===== config.mk =====
export PLATFORM = sky130hd
export DESIGN_NAME = key_watchdog
export DESIGN_NICKNAME = d
export VERILOG_FILES = /design/src/rtl/key_watchdog.sv
export SDC_FILE = /design/constraint.sdc
export NUM_CORES = 1
export LEC_CHECK = 0
export CAP_MARGIN = 20
export CORE_UTILIZATION = 57
export CTS_BUF_LIST = sky130_fd_sc_hd__clkbuf_8
export DETAILED_ROUTE_END_ITERATION = 10
export DONT_BUFFER_PORTS = 1
export GPL_TIMING_DRIVEN = 0
export PLACE_DENSITY = 0.77
export SYNTH_ARGS = -nofsm -noshare
export SYNTH_HDL_FRONTEND = slang
export SYNTH_SLANG_ARGS = --single-unit

===== constraint.sdc =====
create_clock -name clk -period 5.3 [get_ports clk]
set_input_delay 0.53 -clock clk [delete_from_list [all_inputs] [get_ports clk]]
set_output_delay 0.53 -clock clk [all_outputs]
set_load 0.01 [all_outputs]

===== src/rtl/key_watchdog.sv =====
module key_watchdog #(
  parameter logic [31:0] UNLOCK_KEY = 32'h6F70746B,
  parameter logic [31:0] SVC_WORD0  = 32'h55AA9BDF,
  parameter logic [31:0] SVC_WORD1  = 32'h1357AA55,
  parameter int BASE_LOG  = 10,
  parameter int PRE_LOG   = 10,
  parameter int PULSE_LEN = 16
) (
  input  logic        clk,
  input  logic        rst_n,
  input  logic        wr_en,
  input  logic [1:0]  addr,
  input  logic [31:0] wdata,
  output logic [31:0] rdata,
  output logic        wdt_rst_o
);
  localparam int CW = BASE_LOG + 16;
  localparam int RW = $clog2(PULSE_LEN + 1);
  localparam logic [1:0] A_KEY = 2'd0, A_CTRL = 2'd1, A_SVC = 2'd2;

  logic [5:0]         ctrl;
  logic               unlocked, svc_armed;
  logic [CW-1:0]      cnt, last;
  logic [PRE_LOG-1:0] pre;
  logic [RW-1:0]      rst_cnt;

  wire       en     = ctrl[0];
  wire       pre_on = ctrl[1];
  wire [3:0] n      = ctrl[5:2];

  wire wr_key  = wr_en && addr == A_KEY && wdata == UNLOCK_KEY;
  wire wr_ctrl = wr_en && addr == A_CTRL && unlocked;
  wire wr_svc  = wr_en && addr == A_SVC;
  wire kick    = wr_svc && unlocked && svc_armed && wdata == SVC_WORD1;
  wire restart = wr_ctrl || kick;
  wire tick    = !pre_on || pre == '1;

  always_comb last = (CW'(1) << (BASE_LOG + int'(n))) - CW'(1);

  wire expire = en && tick && cnt == last;

  always_ff @(posedge clk or negedge rst_n) begin
    if (!rst_n) begin
      ctrl      <= '0;
      unlocked  <= 1'b0;
      svc_armed <= 1'b0;
      cnt       <= '0;
      pre       <= '0;
      rst_cnt   <= '0;
    end else begin
      if (wr_en) unlocked <= wr_key;
      if (wr_ctrl) ctrl <= wdata[5:0];
      if (wr_svc) svc_armed <= unlocked && wdata == SVC_WORD0;

      if (restart) pre <= '0;
      else if (en && pre_on) pre <= pre + 1'b1;

      if (restart || expire) cnt <= '0;
      else if (en && tick) cnt <= cnt + 1'b1;

      if (expire) rst_cnt <= RW'(PULSE_LEN);
      else if (rst_cnt != '0) rst_cnt <= rst_cnt - 1'b1;
    end
  end

  assign wdt_rst_o = rst_cnt != '0;
  assign rdata     = (addr == A_CTRL) ? {26'b0, ctrl} : 32'b0;
endmodule


==> key figures <==
Timing
  • Final setup viols: 0
  • Worst Tran Pin Value: 0.687 ns
  • Fin Hold WS: 0.0546 ns
  • Count of pins over their slew limit: 0
  • Endpoints failing hold: 0
  • Final period util: 82.9%
  • Final setup TNS: 0 ns
  • Clk_skew: 0.0112 ns
  • Max transition margin: 54.2%
  • Final Critical Period: 4.39 ns
  • Worst setup margin: 0.908 ns
  • RSZ-0062 raised after global routing: no
  • Maximum clock frequency: 228 MHz

Placement
  • Buffers added on ports: 0
  • Pre-CTS setup slack: 0.922 ns
  • Inst Count DP: 597
  • Dpl cell area: 0.00443 mm²
  • Placer Congestion: 0.948
  • HPWL after DPL: 7520 µm

Logic synthesis
  • Post-synth ARST share: 100%
  • Most used standard cell by instance count after synthesis: dfrtp_1
  • Cell taking the most area after synthesis: dfrtp_1
  • Syn_area_per_cell: 8.86 µm²
  • Mapped Cells: 476
  • Post-synthesis sequential area ratio: 29.1%
  • Dominant cells by area after synthesis: dfrtp_1 29%, xnor2_1 8.5%, buf_4 5.2%, nor3_2 4.0%, xor2_1 3.7%
  • Yosys top cell area share: 29.1%
  • Commonest cells post-synth: 49 x dfrtp_1, 41 x xnor2_1, 38 x nor2_1
  • FF+latch count, synth: 49
  • Distinct cells, synth: 68
  • Post-Syn Area: 0.00422 mm²
  • Number of synthesized flops with an enable pin: 0
  • Warnings, synthesis: 0
  • Main synth FF type: dfrtp_1

Clocking
  • Clk slew on worst S/H paths: 0.09 ns
  • H-tree levels: 2
  • Setup repair bufs after CTS: 0
  • Clock latency on the worst-skew pair: 0.31 ns
  • Clk buf depth: 2
  • TritonCTS Sinks: 49
  • Root buffer cell: clkbuf_8
  • Num CTS Buffers: 5
  • CTS tree: built
  • Hold buffers post-CTS: 1
  • CTS resizes: 0

Setup path
  • R2r setup slk: 0.91 ns
  • Arrival time worst endpoint: 4.56 ns
  • Critical Path Source Type: flip-flop
  • Critical path type: reg2reg
  • Req. time, crit path: 5.46 ns
  • Max Fanout on Critical Path: 10
  • Crit end category: flip-flop

Global route
  • Largest net degree at the start of global routing: 50
  • First-pass GRT wire length: 16000 µm
  • Vias in the first global route: 3244
  • GR Overflow Total: 0
  • Antenna violations before repair: 0
  • All-layer global routing usage: 26.8%

Floorplanning
  • # IOs: 70
  • Die ar.: 0.00775 mm²
  • Starting Density: 60.4%
  • Die Height: 88.0 µm
  • Core area: 0.00698 mm²
  • FP Rows: 30
  • Die width: 88.0 µm

Route
  • Routed Antenna Nets: 0
  • Starting DRT DRC Count: 196
  • Final WL: 9720 µm
  • Vias per std cell: 5.77
  • First-pass DRT Iterations: 5
  • Via count: 3502
  • Avg WL per Cell: 16.0 µm
  • Drt drc: 0

Min path
  • Min-Delay Path Class: in2async

Final layout
  • Register Area: 0.00123 mm²
  • Final nets: 553
  • Layout Cells excl Fill: 607
  • Layout cells sized above 1: 19.6%
  • Multi-input logic area: 0.00266 mm²
  • Fillers: 616
  • Antenna Cells: 0
  • Area growth, synth to finish: 8.63%
  • Post-route cell area: 0.00458 mm²
  • Post-layout util: 65.6%

Power and ir drop
  • PD cells: 243 mW/mm²
  • Leak: 1.90 nW
  • Total power: 1.12 mW
  • VDD IR max: 0.221 mV

Run status
  • Run status: finished, final reports clean

Flow run
  • # Max-Cap Violations: 0
[worst max-delay path, stage by stage (launching register included)]
cell	delay, ns
dfrtp_1	0.40
ha_1	0.40
buf_2	0.24
nand3b_1	0.22
or3_1	0.33
ha_1	0.25
or4b_2	0.64
a21oi_1	0.20
xor2_1	0.09
o41ai_1	0.48
nand2_1	0.16
nor4_4	0.52
buf_6	0.24
nor3_2	0.06
[where the power goes]
part           internal (mW)  switching, mW
logic                  0.155          0.175
clock network          0.144          0.132
registers              0.436         0.0745
total                  0.735          0.381
[flip-flops by register name, summed over array words and instances, names as in the netlist]
signal and flops:
svc_armed 1, cnt 26, unlocked 1, ctrl 6, pre 10, rst_cnt 5
[worst paths after layout]
check / from / end / depth (start not counted)
setup / recovery: ctrl[3] / cnt[6] / 13
hold / removal: rst_n / rst_cnt[2] / 1
setup reg to reg: ctrl[3] / cnt[6] / 13
hold reg to reg: svc_armed / svc_armed / 2
max in group asynchronous: rst_n / unlocked / 1
min in group clk: wr_en / unlocked / 1
[cells by family (layout without fill, tap and decap cells)]
group                      count (synthesis)  in the layout  share of synthesized area (%)
and+or+nand+nor                          225            225                           34.3
other                                      1             26                         0.0889
DFF                                       49             49                           29.1
AOI/OAI and AO/OA                         60             60                           10.2
buffers and inverters                     68             78                           10.2
xor gates and xnor gates                  59             59                           12.2
muxes                                      8              8                           2.08
adders and majority gates                  6              6                           1.78
[cell type report]
cell class,count,area share [%]
plain buffers,53,8.19
clock inverters,3,1.06
clock buffers,5,1.50
multi-input cells,384,57.9
flip-flops and latches,49,26.8
inverters,15,1.23
well taps,96,2.62
repair buffers,2,0.710
[cells in the final DEF, fill, tap and decap left out, types with 4 or more instances in the layout]
master	netlist	final
xor2_1	18	18
inv_1	15	15
and2_1	10	10
nand3_1	20	20
nor4_1	5	5
a211oi_1	4	4
nand2_1	35	35
nand4b_1	5	5
buf_2	11	11
and3_1	7	7
and4_1	4	4
o22ai_1	4	4
a21oi_1	13	13
buf_6	7	7
xnor2_1	41	41
ha_1	6	6
conb_1	1	26
nand4_1	10	10
buf_4	29	29
a31oi_1	5	5
dfrtp_1	49	49
clkbuf_1	4	4
nand2b_1	9	9
nor3_2	17	17
o21ai_0	6	6
nand3b_1	5	5
nor4b_1	4	4
nor4_4	5	5
nor2_1	38	38
nor3_1	22	22
mux2_2	6	6
nor2b_1	4	4
clkbuf_8	0	5
[layer usage]
metal | share of wire, % | routed length (µm) | GRT usage, % | vias to the layer above
met5 | 0 | 0 | 0 | -
met4 | 1.9 | 183 | 8.94 | 0
met3 | 4.5 | 437 | 3.96 | 18
met2 | 48 | 4650 | 44.4 | 103
met1 | 46 | 4450 | 35.9 | 1669
li1 | - | - | - | 1712
Note: power is estimated with default switching activity, not from simulation.
